## src/rtl/sdram_mon_pkg.sv

```systemverilog
package sdram_mon_pkg;

  typedef enum logic [3:0] {
    CMD_NOP        = 4'd0,
    CMD_MODE       = 4'd1,
    CMD_REFRESH    = 4'd2,
    CMD_ACTIVATE   = 4'd3,
    CMD_READ       = 4'd4,
    CMD_WRITE      = 4'd5,
    CMD_PRECHARGE  = 4'd6,
    CMD_BURST_STOP = 4'd7,
    CMD_DESELECT   = 4'd8
  } cmd_e;

  localparam int ERR_KINDS       = 8;
  localparam int ERR_MODE_BUSY   = 0;
  localparam int ERR_MODE_GAP    = 1;
  localparam int ERR_AP_BUSY     = 2;
  localparam int ERR_PRE_GAP     = 3;
  localparam int ERR_ACT_RW_GAP  = 4;
  localparam int ERR_ACT_ACT_GAP = 5;
  localparam int ERR_RW_IDLE     = 6;
  localparam int ERR_ACT_OPEN    = 7;

  // Strobes from the decoder to the bank state file, one command per cycle.
  typedef struct packed {
    logic act;
    logic pre;
    logic preAll;
    logic rw;
    logic autoPre;
  } bank_strobe_t;

endpackage

```

## src/rtl/sdram_mon_ctrl.sv

```systemverilog
module sdram_mon_ctrl
  import sdram_mon_pkg::*;
#(
  parameter int BANKS        = 4,
  parameter int BA_W         = 2,
  parameter int CLK_ACT2ACT  = 2,
  parameter int CLK_MODE2CMD = 2,
  parameter int BURST_BEATS  = 4
) (
  input  logic                 clk,
  input  logic                 rst_n,
  input  logic                 errClr,
  input  logic                 cke,
  input  logic                 csN,
  input  logic                 rasN,
  input  logic                 casN,
  input  logic                 weN,
  input  logic [BA_W-1:0]      ba,
  input  logic                 apBit,
  input  logic [BANKS-1:0]     bankActive,
  input  logic [BANKS-1:0]     rwHold,
  input  logic [BANKS-1:0]     actHold,
  output bank_strobe_t         strb,
  output logic [3:0]           cmdCode,
  output logic [ERR_KINDS-1:0] errFlags,
  output logic [3:0]           errCode
);

  localparam int MODE_W = $clog2(CLK_MODE2CMD + 1);
  localparam int RRD_W  = $clog2(CLK_ACT2ACT + 1);
  localparam int AP_W   = $clog2(BURST_BEATS + 1);

  cmd_e cmdNow;
  logic isRw;
  logic [MODE_W-1:0] modeWait;
  logic [RRD_W-1:0]  rrdWait;
  logic [AP_W-1:0]   apWait;
  logic [BA_W-1:0]   lastAct;
  logic [ERR_KINDS-1:0] viol;

  always_comb begin
    if (!cke || csN) begin
      cmdNow = CMD_DESELECT;
    end else begin
      case ({rasN, casN, weN})
        3'b000:  cmdNow = CMD_MODE;
        3'b001:  cmdNow = CMD_REFRESH;
        3'b011:  cmdNow = CMD_ACTIVATE;
        3'b101:  cmdNow = CMD_READ;
        3'b100:  cmdNow = CMD_WRITE;
        3'b010:  cmdNow = CMD_PRECHARGE;
        3'b110:  cmdNow = CMD_BURST_STOP;
        default: cmdNow = CMD_NOP;
      endcase
    end
  end

  assign isRw = (cmdNow == CMD_READ) || (cmdNow == CMD_WRITE);

  always_comb begin
    strb.act     = (cmdNow == CMD_ACTIVATE);
    strb.pre     = (cmdNow == CMD_PRECHARGE);
    strb.preAll  = apBit;
    strb.rw      = isRw;
    strb.autoPre = apBit;
  end

  always_comb begin
    viol = '0;
    viol[ERR_MODE_BUSY]   = ((cmdNow == CMD_MODE) || (cmdNow == CMD_REFRESH)) && (|bankActive);
    viol[ERR_MODE_GAP]    = (cmdNow != CMD_NOP) && (cmdNow != CMD_DESELECT) && (modeWait != '0);
    viol[ERR_AP_BUSY]     = isRw && (apWait != '0);
    viol[ERR_PRE_GAP]     = strb.act && actHold[ba];
    viol[ERR_ACT_RW_GAP]  = isRw && rwHold[ba];
    viol[ERR_ACT_ACT_GAP] = strb.act && (rrdWait != '0) && (ba != lastAct);
    viol[ERR_RW_IDLE]     = isRw && !bankActive[ba];
    viol[ERR_ACT_OPEN]    = strb.act && bankActive[ba];
  end

  function automatic logic [3:0] firstErr(input logic [ERR_KINDS-1:0] v);
    logic [3:0] res;
    res = '0;
    for (int i = ERR_KINDS - 1; i >= 0; i--) begin
      if (v[i]) res = 4'(i + 1);
    end
    return res;
  endfunction

  // Global spacing counters: each loaded with (limit - 1) and counted down.
  always_ff @(posedge clk or negedge rst_n) begin
    if (!rst_n) begin
      modeWait <= '0;
      rrdWait  <= '0;
      apWait   <= '0;
      lastAct  <= '0;
    end else begin
      if (modeWait != '0) modeWait <= modeWait - MODE_W'(1);
      if (rrdWait != '0)  rrdWait  <= rrdWait - RRD_W'(1);
      if (apWait != '0)   apWait   <= apWait - AP_W'(1);
      if (cmdNow == CMD_MODE) modeWait <= MODE_W'(CLK_MODE2CMD - 1);
      if (strb.act) begin
        rrdWait <= RRD_W'(CLK_ACT2ACT - 1);
        lastAct <= ba;
      end
      if (isRw && apBit) apWait <= AP_W'(BURST_BEATS - 1);
    end
  end

  always_ff @(posedge clk or negedge rst_n) begin
    if (!rst_n) begin
      cmdCode  <= CMD_NOP;
      errFlags <= '0;
      errCode  <= '0;
    end else begin
      cmdCode <= cmdNow;
      if (errClr) begin
        errFlags <= '0;
        errCode  <= '0;
      end else begin
        errFlags <= errFlags | viol;
        if (|viol) errCode <= firstErr(viol);
      end
    end
  end

endmodule

```

## src/rtl/sdram_mon_banks.sv

```systemverilog
module sdram_mon_banks
  import sdram_mon_pkg::*;
#(
  parameter int BANKS       = 4,
  parameter int BA_W        = 2,
  parameter int ROW_W       = 13,
  parameter int CLK_ACT2RW  = 3,
  parameter int CLK_PRE2ACT = 3,
  parameter int BURST_BEATS = 4
) (
  input  logic                   clk,
  input  logic                   rst_n,
  input  bank_strobe_t           strb,
  input  logic [BA_W-1:0]        ba,
  input  logic [ROW_W-1:0]       row,
  output logic [BANKS-1:0]       bankActive,
  output logic [BANKS*ROW_W-1:0] openRow,
  output logic [BANKS-1:0]       rwHold,
  output logic [BANKS-1:0]       actHold
);

  localparam int RCD_W = $clog2(CLK_ACT2RW + 1);
  localparam int PRE_W = $clog2(BURST_BEATS + CLK_PRE2ACT + 1);
  localparam logic [RCD_W-1:0] RCD_LOAD = RCD_W'(CLK_ACT2RW - 1);
  localparam logic [PRE_W-1:0] PRE_LOAD = PRE_W'(CLK_PRE2ACT - 1);
  localparam logic [PRE_W-1:0] AP_LOAD  = PRE_W'(BURST_BEATS + CLK_PRE2ACT - 1);
  localparam logic [PRE_W-1:0] AP_END   = PRE_W'(CLK_PRE2ACT);

  for (genvar b = 0; b < BANKS; b++) begin : g_bank
    logic sel;
    logic activeQ;
    logic closingQ;
    logic [ROW_W-1:0] rowQ;
    logic [RCD_W-1:0] rcdQ;
    logic [PRE_W-1:0] preQ;

    assign sel = (ba == BA_W'(b));

    always_ff @(posedge clk or negedge rst_n) begin
      if (!rst_n) begin
        activeQ  <= 1'b0;
        closingQ <= 1'b0;
        rowQ     <= '0;
        rcdQ     <= '0;
        preQ     <= '0;
      end else begin
        if (rcdQ != '0) rcdQ <= rcdQ - RCD_W'(1);
        if (preQ != '0) preQ <= preQ - PRE_W'(1);
        // Auto-precharge burst has ended: close the bank.
        if (closingQ && (preQ == AP_END)) begin
          activeQ  <= 1'b0;
          closingQ <= 1'b0;
        end
        if (strb.act && sel) begin
          activeQ <= 1'b1;
          rowQ    <= row;
          rcdQ    <= RCD_LOAD;
        end
        if (strb.pre && (strb.preAll || sel)) begin
          activeQ  <= 1'b0;
          closingQ <= 1'b0;
          preQ     <= PRE_LOAD;
        end
        if (strb.rw && strb.autoPre && sel && activeQ) begin
          closingQ <= 1'b1;
          preQ     <= AP_LOAD;
        end
      end
    end

    assign bankActive[b]               = activeQ;
    assign openRow[b*ROW_W +: ROW_W]   = rowQ;
    assign rwHold[b]                   = (rcdQ != '0);
    assign actHold[b]                  = (preQ != '0);
  end

endmodule

```

## src/rtl/sdram_cmd_monitor.sv

```systemverilog
module sdram_cmd_monitor
  import sdram_mon_pkg::*;
#(
  parameter int BA_W         = 2,
  parameter int ADDR_W       = 13,
  parameter int ROW_W        = 13,
  parameter int AP_BIT       = 10,
  parameter int CLK_ACT2RW   = 3,
  parameter int CLK_ACT2ACT  = 2,
  parameter int CLK_PRE2ACT  = 3,
  parameter int CLK_MODE2CMD = 2,
  parameter int BURST_BEATS  = 4,
  localparam int BANKS       = 1 << BA_W
) (
  input  logic                   clk,
  input  logic                   rst_n,
  input  logic                   errClr,
  input  logic                   cke,
  input  logic                   csN,
  input  logic                   rasN,
  input  logic                   casN,
  input  logic                   weN,
  input  logic [BA_W-1:0]        ba,
  input  logic [ADDR_W-1:0]      addr,
  output logic [3:0]             cmdCode,
  output logic [BANKS-1:0]       bankActive,
  output logic [BANKS*ROW_W-1:0] openRow,
  output logic [ERR_KINDS-1:0]   errFlags,
  output logic [3:0]             errCode
);

  bank_strobe_t strb;
  logic [BANKS-1:0] rwHold;
  logic [BANKS-1:0] actHold;

  sdram_mon_ctrl #(
    .BANKS(BANKS), .BA_W(BA_W), .CLK_ACT2ACT(CLK_ACT2ACT),
    .CLK_MODE2CMD(CLK_MODE2CMD), .BURST_BEATS(BURST_BEATS)
  ) u_ctrl (
    .clk(clk), .rst_n(rst_n), .errClr(errClr), .cke(cke), .csN(csN),
    .rasN(rasN), .casN(casN), .weN(weN), .ba(ba), .apBit(addr[AP_BIT]),
    .bankActive(bankActive), .rwHold(rwHold), .actHold(actHold),
    .strb(strb), .cmdCode(cmdCode), .errFlags(errFlags), .errCode(errCode)
  );

  sdram_mon_banks #(
    .BANKS(BANKS), .BA_W(BA_W), .ROW_W(ROW_W), .CLK_ACT2RW(CLK_ACT2RW),
    .CLK_PRE2ACT(CLK_PRE2ACT), .BURST_BEATS(BURST_BEATS)
  ) u_banks (
    .clk(clk), .rst_n(rst_n), .strb(strb), .ba(ba), .row(addr[ROW_W-1:0]),
    .bankActive(bankActive), .openRow(openRow), .rwHold(rwHold), .actHold(actHold)
  );

endmodule

```

## config.mk

```make
export PLATFORM = sky130hd
export DESIGN_NAME = sdram_cmd_monitor
export DESIGN_NICKNAME = d
export VERILOG_FILES = /design/src/rtl/sdram_mon_pkg.sv /design/src/rtl/sdram_mon_ctrl.sv /design/src/rtl/sdram_mon_banks.sv /design/src/rtl/sdram_cmd_monitor.sv
export SDC_FILE = /design/constraint.sdc
export NUM_CORES = 1
export LEC_CHECK = 0
export ABC_AREA = 1
export BUFFER_PORTS_ARGS = -buffer_cell sky130_fd_sc_hd__buf_2
export CAP_MARGIN = 20
export CORE_MARGIN = 5
export CORE_UTILIZATION = 50
export DETAILED_ROUTE_END_ITERATION = 16
export PLACE_DENSITY = 0.73
export SETUP_SLACK_MARGIN = 0.3
export SKIP_LAST_GASP = 1
export SLEW_MARGIN = 15
export SYNTH_ARGS = -nofsm -noshare
export SYNTH_HDL_FRONTEND = slang
export SYNTH_HIERARCHICAL = 1
export SYNTH_SLANG_ARGS = --single-unit
```

## constraint.sdc

```tcl
create_clock -name clk -period 1.64 [get_ports clk]
set_input_delay 0.328 -clock clk [delete_from_list [all_inputs] [get_ports clk]]
set_output_delay 0.328 -clock clk [all_outputs]
set_load 0.03 [all_outputs]
```

# == Word-level counts from Yosys, hierarchy flattened ==
# Index checks and enable logic that the tools add are counted.
# op_classes
order_cmp,1
bitwise,1
add_sub_neg,11
mux,65
reduce_logical,76
n_eq_ne,21
# op_table
cell,count
$reduce_bool A3 Y1,17
$mux W4,11
$mux W3,14
$logic_and A1 B1 Y1,31
$reduce_bool A2 Y1,14
$mux W2,12
$mux W1,23
$pmux W3 S7,1
$eq A3 B2 Y1 const B,6
$sub A3 B1 Y3 const B,5
$eq A4 B3 Y1 const B,3
$sub A2 B1 Y2 const B,6
$eq A3 B3 Y1 const B,3
$eq A4 B2 Y1 const B,2
$mux W8,1
$or A8 B8 Y8,1
$reduce_or A8 Y1,1
$logic_or A1 B1 Y1,7
$bmux W1 S2,3
$eq A2 B2 Y1 const B,2
$eq A4 B1 Y1 const B,1
$ne A4 B4 Y1 const B,1
$reduce_bool A4 Y1,1
$reduce_or A4 Y1,1
other kinds (7),8
# word_totals
ff_bits,105
inputBits,23
wordCells,202
out_inout_bits,72

# == Depth between registers and ports, before layout ==
# Gate-level depths: netlist of run 1.
# logic_depth
depth_word,15
ltp_mapped,13
ltp_nobuf,13

# == By module ==
# Netlist of run 1, hierarchy kept.
# modules_own_cells
module,area_per_inst_um2,seq_area_each_um2,cells_per_inst,instances
sdram_mon_banks,3504.6,2001.9,380,1
sdram_mon_ctrl,1525.2,625.6,188,1

# == Least setup slack after synthesis of run 1 ==
# OpenSTA, ideal clock, no wires.
# synth_path
path_type,reg-to-reg
from,register u_banks.g_bank[3].preQ[0]
to,register u_ctrl.errCode[0]
stages_incl_launch_ff,12
period_less_slack_ns,1.537
arrival_time_ns,1.471
n_path_buf,0
path_slack_ns,0.103
setup_time_ns,0.066
required_time_ns,1.574
cell_sequence,dfrtp_1 -> inv_1 -> ha_1 -> ha_1 -> inv_1 -> nand2_1 -> nand3_1 -> nand3_1 -> nand2_1 -> nor2_4 -> nand3_1 -> nand2_1
# synth_via
elab_chain_cells,10
word_cells_on_any_way,12
cone_classes,mux (8); reduce/logical (4)
# synth_lines
element,line,source
"start, declared",sdram_mon_banks.sv:35,logic [PRE_W-1:0] preQ;
"start signal, assigned",sdram_mon_banks.sv:48,if (preQ != '0) preQ <= preQ - PRE_W'(1);
$reduce_bool A3 Y1 *,sdram_mon_banks.sv:74,assign actHold[b] = (preQ != '0);
net actHold[3],sdram_cmd_monitor.sv:34,logic [BANKS-1:0] actHold;
$bmux W1 S2 *,sdram_mon_ctrl.sv:73,viol[ERR_PRE_GAP] = strb.act && actHold[ba];
$mux W1 (implied by the code) *,sdram_mon_ctrl.sv:73,
$logic_and A1 B1 Y1 *,sdram_mon_ctrl.sv:73,
$mux W4 (4 in series),sdram_mon_ctrl.sv:84,if (v[i]) res = 4'(i + 1);
$mux W4,sdram_mon_ctrl.sv:121,if (|viol) errCode <= firstErr(viol);
$mux W4,sdram_mon_ctrl.sv:116,if (errClr) begin
"end signal, assigned",sdram_mon_ctrl.sv:121,
"end, declared",sdram_mon_ctrl.sv:26,output logic [3:0] errCode
# Mark *: on every way through the listed nets, which the timed path passes. The rest lies on a longest branch. The select of a mux whose other input is x is not followed.
# A chain may end at the register's enable or synchronous reset.

# == Worst setup path after layout of run 1 ==
# layout_path
from,register u_banks.g_bank[3].preQ[0]
to,register u_ctrl.errCode[2]
# Same word-level chain as after synthesis.

==> flow_summary.json, run 1 <==
{
  "postSynth.topFlopCell": "dfrtp_1",
  "synth-edff-count": 0,
  "fin_util": 0.648,
  "drive_gt1_frac": 0.322,
  "grt_pass1_vias": 4313,
  "clk_pin_slew_worst_paths_ns": 0.10,
  "p_clk_frac": 0.197,
  "maxCapViolations": 0,
  "cts_max_level": 3,
  "fp.dieH_um": 110,
  "coreArea_um2": 9770,
  "ys_seq_elements": 105,
  "detailedRoute.firstPassIterationCount": 4,
  "synth_area_leaders": "dfrtp_1 (52%), nand2_1 (11%), inv_1 (5.9%), ha_1 (5.0%), o21ai_0 (4.6%)",
  "hold_depth": 2,
  "yosysTopAreaCellShare": 0.522,
  "worstSetupStartpoint": "u_banks/g_bank[3].preQ[0]",
  "rows": 36,
  "cp-end-kind": "flop",
  "vias": 4108,
  "die-area_um2": 12200,
  "final_max_slew_viol_count": 0,
  "diodes": 0,
  "worstReg2RegEnd": "u_ctrl/errCode[2]",
  "grt_pass1_wl_mm": 20.2,
  "ff2ff_setup_slack_ns": 0.08,
  "synthToLayoutAreaGrowth_pct": 26.0,
  "setup_violations": 0,
  "wl_per_cell_um": 14.5,
  "wl_mm": 11.9,
  "powerDensity_nw_per_um2": 1480,
  "cp.required_ns": 1.91,
  "cts_root_buffer": "clkbuf_8",
  "antenna_found_initial": 0,
  "synthesis.area_um2": 5030,
  "p_total_w": 0.00937,
  "power_frac_comb": 0.422,
  "yosysSeqAreaShare": 0.522,
  "synth_common_cells": "nand2_1 (146), dfrtp_1 (105), inv_1 (79)",
  "grt_use_total": 0.213,
  "synthArstFlopShare": 1.00,
  "first_iter_violations": 192,
  "hold_viol_final": 0,
  "post-dp-hpwl_mm": 8.49,
  "clkLatencyLatePin_ns": 0.37,
  "status": "complete, no violations",
  "synth.distinct_cells": 35,
  "min_from": "cke",
  "power_switching_share": 0.377,
  "critPathMaxFanout": 3,
  "cts_buffer_depth": 2,
  "r2r_start": "u_banks/g_bank[3].preQ[0]",
  "place.gp.congestion": 0.873,
  "dp_cells": 786,
  "via_per_inst": 4.98,
  "stdcell_count": 825,
  "port_buffers": 94,
  "clock-sinks": 105,
  "nets": 730,
  "hp-class": "primary input to flop",
  "p_int_w": 0.00584,
  "syn_avg_cell_area_um2": 8.86,
  "dpl_worst_slack_ns": 0.0530,
  "leakage_nw": 3.56,
  "synth_nets": 611,
  "finalWorstSetupSlack_ns": 0.0819,
  "arrival_ns": 1.82,
  "critPathKind": "flop to flop",
  "r2r_cells": 11,
  "cts_tree": "yes",
  "cts_made_buffers": 9,
  "start_kind": "flop",
  "ys_warn_count": 6,
  "yosysMostFrequentCell": "nand2_1",
  "vdd_ir_drop_max_v": 0.000661,
  "relSlewSlack": 0.725,
  "yosysTopAreaCell": "dfrtp_1",
  "seqPwrFrac": 0.381,
  "hold-path-endpoint": "u_ctrl/cmdCode[3]",
  "fin_skew_ns": 0.0108,
  "grt_max_degree": 31,
  "initial_core_util": 0.515,
  "synth_cells": 568,
  "postRouteAntennaNets": 0,
  "min_period_over_period": 0.950,
  "pin_count": 95,
  "drc_errors": 0,
  "period_minus_slack_ns": 1.56,
  "die_x_um": 110,
  "grt.overflow.total": 0,
  "timing.fmax_ghz": 0.642,
  "rsz0062_at_grt": "yes",
  "tns_ns": 0,
  "tightest_slew_ns": 0.413,
  "switchingPower_w": 0.00353
}
## cell usage in the layout, fill, tap and decap left out, drive strengths merged, types with 4 or more instances in the layout
cell,count
nor2,33
o21ai,70
nand2,155
nand4,4
nand3,43
buf,128
xor2,6
a21oi,12
dfrtp,105
ha,20
inv,87
clkbuf,11
## worst max-delay path by stage
stage / to / slack [ns] / depth (start not counted)
after floorplan: u_ctrl/errCode[0] / 0.23 / 11
after global placement: u_ctrl/errCode[3] / 0.11 / 11
after detailed placement: u_ctrl/errCode[3] / 0.05 / 11
after CTS: u_ctrl/errCode[0] / 0.10 / 11
after global routing: u_ctrl/errCode[1] / 0.01 / 11
final: u_ctrl/errCode[2] / 0.08 / 11
## state kept, by name (all words and copies together), names as in the netlist
register and cells:
u_banks/g_bank.activeQ 4, u_banks/g_bank.closingQ 4, u_banks/g_bank.preQ 12, u_banks/g_bank.rcdQ 8
u_banks/g_bank.rowQ 52, u_ctrl/apWait 3, u_ctrl/cmdCode 4, u_ctrl/errCode 4
u_ctrl/errFlags 8, u_ctrl/lastAct 2, u_ctrl/modeWait 2, u_ctrl/rrdWait 2
## per-stage QoR
step / cell area [um^2] / hold slack (ns)
2_1_floorplan: 5110 / 0.0324
3_3_place_gp: 5750 / 0.290
4_1_cts: 6160 / 0.223
3_5_place_dp: 5750 / 0.297
6_report: 6340 / 0.241
5_1_grt: 6340 / 0.245
## layout make-up
cell class	instances	area [um^2]
fillers	801	3440
well taps	133	166
inverters	88	340
clock inverters	5	85.1
repair buffers	129	853
flip-flops and latches	105	2630
clock buffers	11	151
multi-input cells	354	2110
## cells by family (layout without fill, tap and decap cells)
| family | after synthesis | in the layout | synth area share |
|---|---|---|---|
| xor gates and xnor gates | 7 | 7 | 0.0122 |
| adders and majority gates | 20 | 20 | 0.0498 |
| buffers and inverters | 109 | 233 | 0.0983 |
| and+or+nand+nor | 240 | 240 | 0.222 |
| DFF | 105 | 105 | 0.522 |
| AOI/OAI and AO/OA | 87 | 87 | 0.0953 |
## per-layer routing
| metal | vias to the layer above | share of wire | GRT usage |
|---|---|---|---|
| li1 | 2014 | - | - |
| met1 | 1972 | 0.43 | 0.271 |
| met2 | 106 | 0.47 | 0.345 |
| met3 | 16 | 0.079 | 0.0612 |
| met4 | 0 | 0.016 | 0.0827 |
| met5 | - | 0 | 0 |
## what timing repair did
action                                 4_1_cts  5_1_grt
hold buffers                                 1        0
gates resized for setup                     18       42
pin swaps                                   16       23
endpoints found under the hold margin       25        0
buffers inserted                            15        7
setup endpoints to repair                   10       18
gates cloned                                 0        0
## power groups by stage
stage | sequential, W | clock [W] | combinational (W)
after detailed placement | 0.00362 | 0 | 0.00324
after floorplan | 0.00393 | 0 | 0.00205
after global routing | 0.00364 | 0.00201 | 0.00445
after CTS | 0.00354 | 0.00189 | 0.00358
final | 0.00357 | 0.00184 | 0.00396
after global placement | 0.00358 | 0 | 0.00301
## critical path, stage by stage (launching register included)
cell,delay [ns]
dfrtp_1,0.39
inv_1,0.06
ha_2,0.18
ha_4,0.14
inv_4,0.04
nand2_2,0.08
nand3_4,0.09
nand3_4,0.13
buf_6,0.11
nand4_1,0.08
nand3_1,0.10
nand2_1,0.05
(Power assumes the default switching activity.)
==> inputs of run 2 (changes only) <==
- CELL_PAD_IN_SITES_DETAIL_PLACEMENT: unset -> 1
- CELL_PAD_IN_SITES_GLOBAL_PLACEMENT: unset -> 2
- CORE_UTILIZATION: 50 -> 30
==> flow_summary.json, run 2 (synthesized netlist as in run 1, its figures left out) <==
{
  "timing.fmax_ghz": 0.662,
  "top_layer_used": "met4",
  "grt_use_total": 0.147,
  "tns_ns": 0,
  "fillerInstances": 1927,
  "cts_tree": "yes",
  "largest_reg_flops": 52,
  "tightest_slew_ns": 0.402,
  "regMostFlops": "u_banks/g_bank.rowQ",
  "wl_mm": 13.8,
  "via_per_inst": 4.51,
  "critical-path-top-delay-family": "simple AND/OR/NAND/NOR gates",
  "status": "complete, no violations",
  "switchingPower_w": 0.00371,
  "fin_util": 0.398,
  "vias": 4133,
  "critPathKind": "flop to flop",
  "cts_max_level": 3,
  "clk_pin_slew_worst_paths_ns": 0.08,
  "hp-class": "primary input to flop",
  "p_clk_frac": 0.231,
  "vdd_ir_drop_max_v": 0.000572,
  "power_switching_share": 0.376,
  "slowest_stage": "dfrtp_1",
  "path_buf_inv": 2,
  "synthToLayoutAreaGrowth_pct": 30.8,
  "final_common_cell": "nand2_1",
  "worstReg2RegEnd": "u_ctrl/errCode[3]",
  "grt.overflow.total": 0,
  "setup_violations": 0,
  "fp.dieH_um": 139,
  "hold_depth": 2,
  "wl_per_cell_um": 15.1,
  "detailedRoute.firstPassIterationCount": 4,
  "powerDensity_nw_per_um2": 1500,
  "met2_length_mm": 6.39,
  "pin_count": 95,
  "hold-path-endpoint": "u_ctrl/errFlags[0]",
  "place.gp.congestion": 0.796,
  "whs_ns": 0.260,
  "min_from": "errClr",
  "min_period_over_period": 0.921,
  "nets": 734,
  "first_iter_violations": 90,
  "p_int_w": 0.00615,
  "leakage_nw": 3.61,
  "mostFrequentLayoutCells": "nand2_1 (136), dfrtp_1 (102), buf_2 (88)",
  "grt_max_degree": 52,
  "diodes": 0,
  "met1_length_mm": 6.35,
  "p_total_w": 0.00986,
  "drive_gt1_frac": 0.341,
  "fin_area_um2": 6580,
  "antenna_found_initial": 0,
  "cts_root_buffer": "clkbuf_16",
  "hold_viol_final": 0,
  "initial_core_util": 0.304,
  "grt_pass1_wl_mm": 23.2,
  "final_max_slew_viol_count": 0,
  "rows": 47,
  "grt_pass1_vias": 4482,
  "start_kind": "flop",
  "cp.required_ns": 1.94,
  "cp_num_cells": 11,
  "drc_errors": 0,
  "clock-sinks": 105,
  "postRouteAntennaNets": 0,
  "clkLatencyLatePin_ns": 0.35,
  "port_buffers": 94,
  "arrival_ns": 1.81,
  "critPathMaxFanout": 5,
  "critPathMaxStageDelay_ns": 0.39,
  "crit_chain": "inv_1 -> ha_4 -> ha_4 -> inv_2 -> nand2_2 -> nand3_4 -> nand3_4 -> nand2_4 -> nor2_4 -> nand2_1 -> nand2_2",
  "power_frac_comb": 0.408,
  "die-area_um2": 19500,
  "cts_buffer_depth": 2,
  "seqPwrFrac": 0.362,
  "period_minus_slack_ns": 1.51,
  "ff2ff_setup_slack_ns": 0.13,
  "cp-end-kind": "flop",
  "reg_top3": "u_banks/g_bank.rowQ x52, u_banks/g_bank.preQ x12",
  "relSlewSlack": 0.732,
  "fin_skew_ns": 0.00818,
  "rsz0062_at_grt": "yes",
  "cts_made_buffers": 9,
  "coreArea_um2": 16500,
  "maxCapViolations": 0,
  "r2r_start": "u_banks/g_bank[3].preQ[1]",
  "post-dp-hpwl_mm": 10.3,
  "post_dp_cell_area_um2": 5880,
  "r2r_cells": 11,
  "die_x_um": 139,
  "wl_met3_um": 914
}
==> run 2: changes by cell type in the layout (fill, tap and decap cells not counted), sizes merged <==
cell | previous run | this run
clkinvlp | 1 | 0
inv | 87 | 91
clkbuf | 11 | 10
bufinv | 2 | 1
buf | 128 | 131
==> run 2: metrics by stage <==
| step | setup slack (ns) | cells |
|---|---|---|
| after floorplan | 0.228 | 568 |
| after global placement | 0.0620 | 876 |
| after detailed placement | 0.0467 | 876 |
| after CTS | 0.0903 | 908 |
| after global routing | 0.0439 | 916 |
| final | 0.129 | 916 |
==> run 2: repair_timing <==
item / in CTS / in global routing
endpoints found under the setup margin: 10 / 17
hold buffers: 1 / 0
pin swaps: 17 / 12
buffers inserted: 15 / 8
resized for setup: 22 / 41
endpoints found under the hold margin: 24 / 0
==> run 2: per-layer routing <==
metal | up-vias | GRT usage
met5 | - | 0
met4 | 0 | 0.0402
met3 | 14 | 0.0525
met2 | 73 | 0.236
met1 | 2017 | 0.188
li1 | 2029 | -
==> run 2: power groups by stage <==
stage	Combinational, W	Sequential, W	Clock (W)
floorplan	0.00205	0.00393	0
global placement	0.00312	0.00360	0
detailed placement	0.00330	0.00364	0
CTS	0.00365	0.00355	0.00237
global route	0.00460	0.00365	0.00248
finish	0.00402	0.00356	0.00227
==> run 2: final cells by class <==
cell class / count / area (um^2) / share of cell area
repair buffers: 133 / 875 / 0.133
multi-input cells: 354 / 2150 / 0.327
clock buffers: 9 / 225 / 0.0342
inverters: 88 / 338 / 0.0514
well taps: 220 / 275 / 0.0418
flip-flops and latches: 105 / 2630 / 0.400
clock inverters: 7 / 81.3 / 0.0124
==> run 2: worst max-delay path by stage <==
| stage | start | to | slack [ns] |
|---|---|---|---|
| CTS | u_banks/g_bank[0].preQ[1] | u_ctrl/errCode[2] | 0.09 |
| finish | u_banks/g_bank[3].preQ[1] | u_ctrl/errCode[3] | 0.13 |
| detailed placement | u_banks/g_bank[3].preQ[0] | u_ctrl/errCode[2] | 0.05 |
| floorplan | u_banks/g_bank[3].preQ[0] | u_ctrl/errCode[0] | 0.23 |
| global route | u_banks/g_bank[0].preQ[1] | u_ctrl/errCode[3] | 0.04 |
| global placement | ba[0] | u_ctrl/errCode[0] | 0.06 |
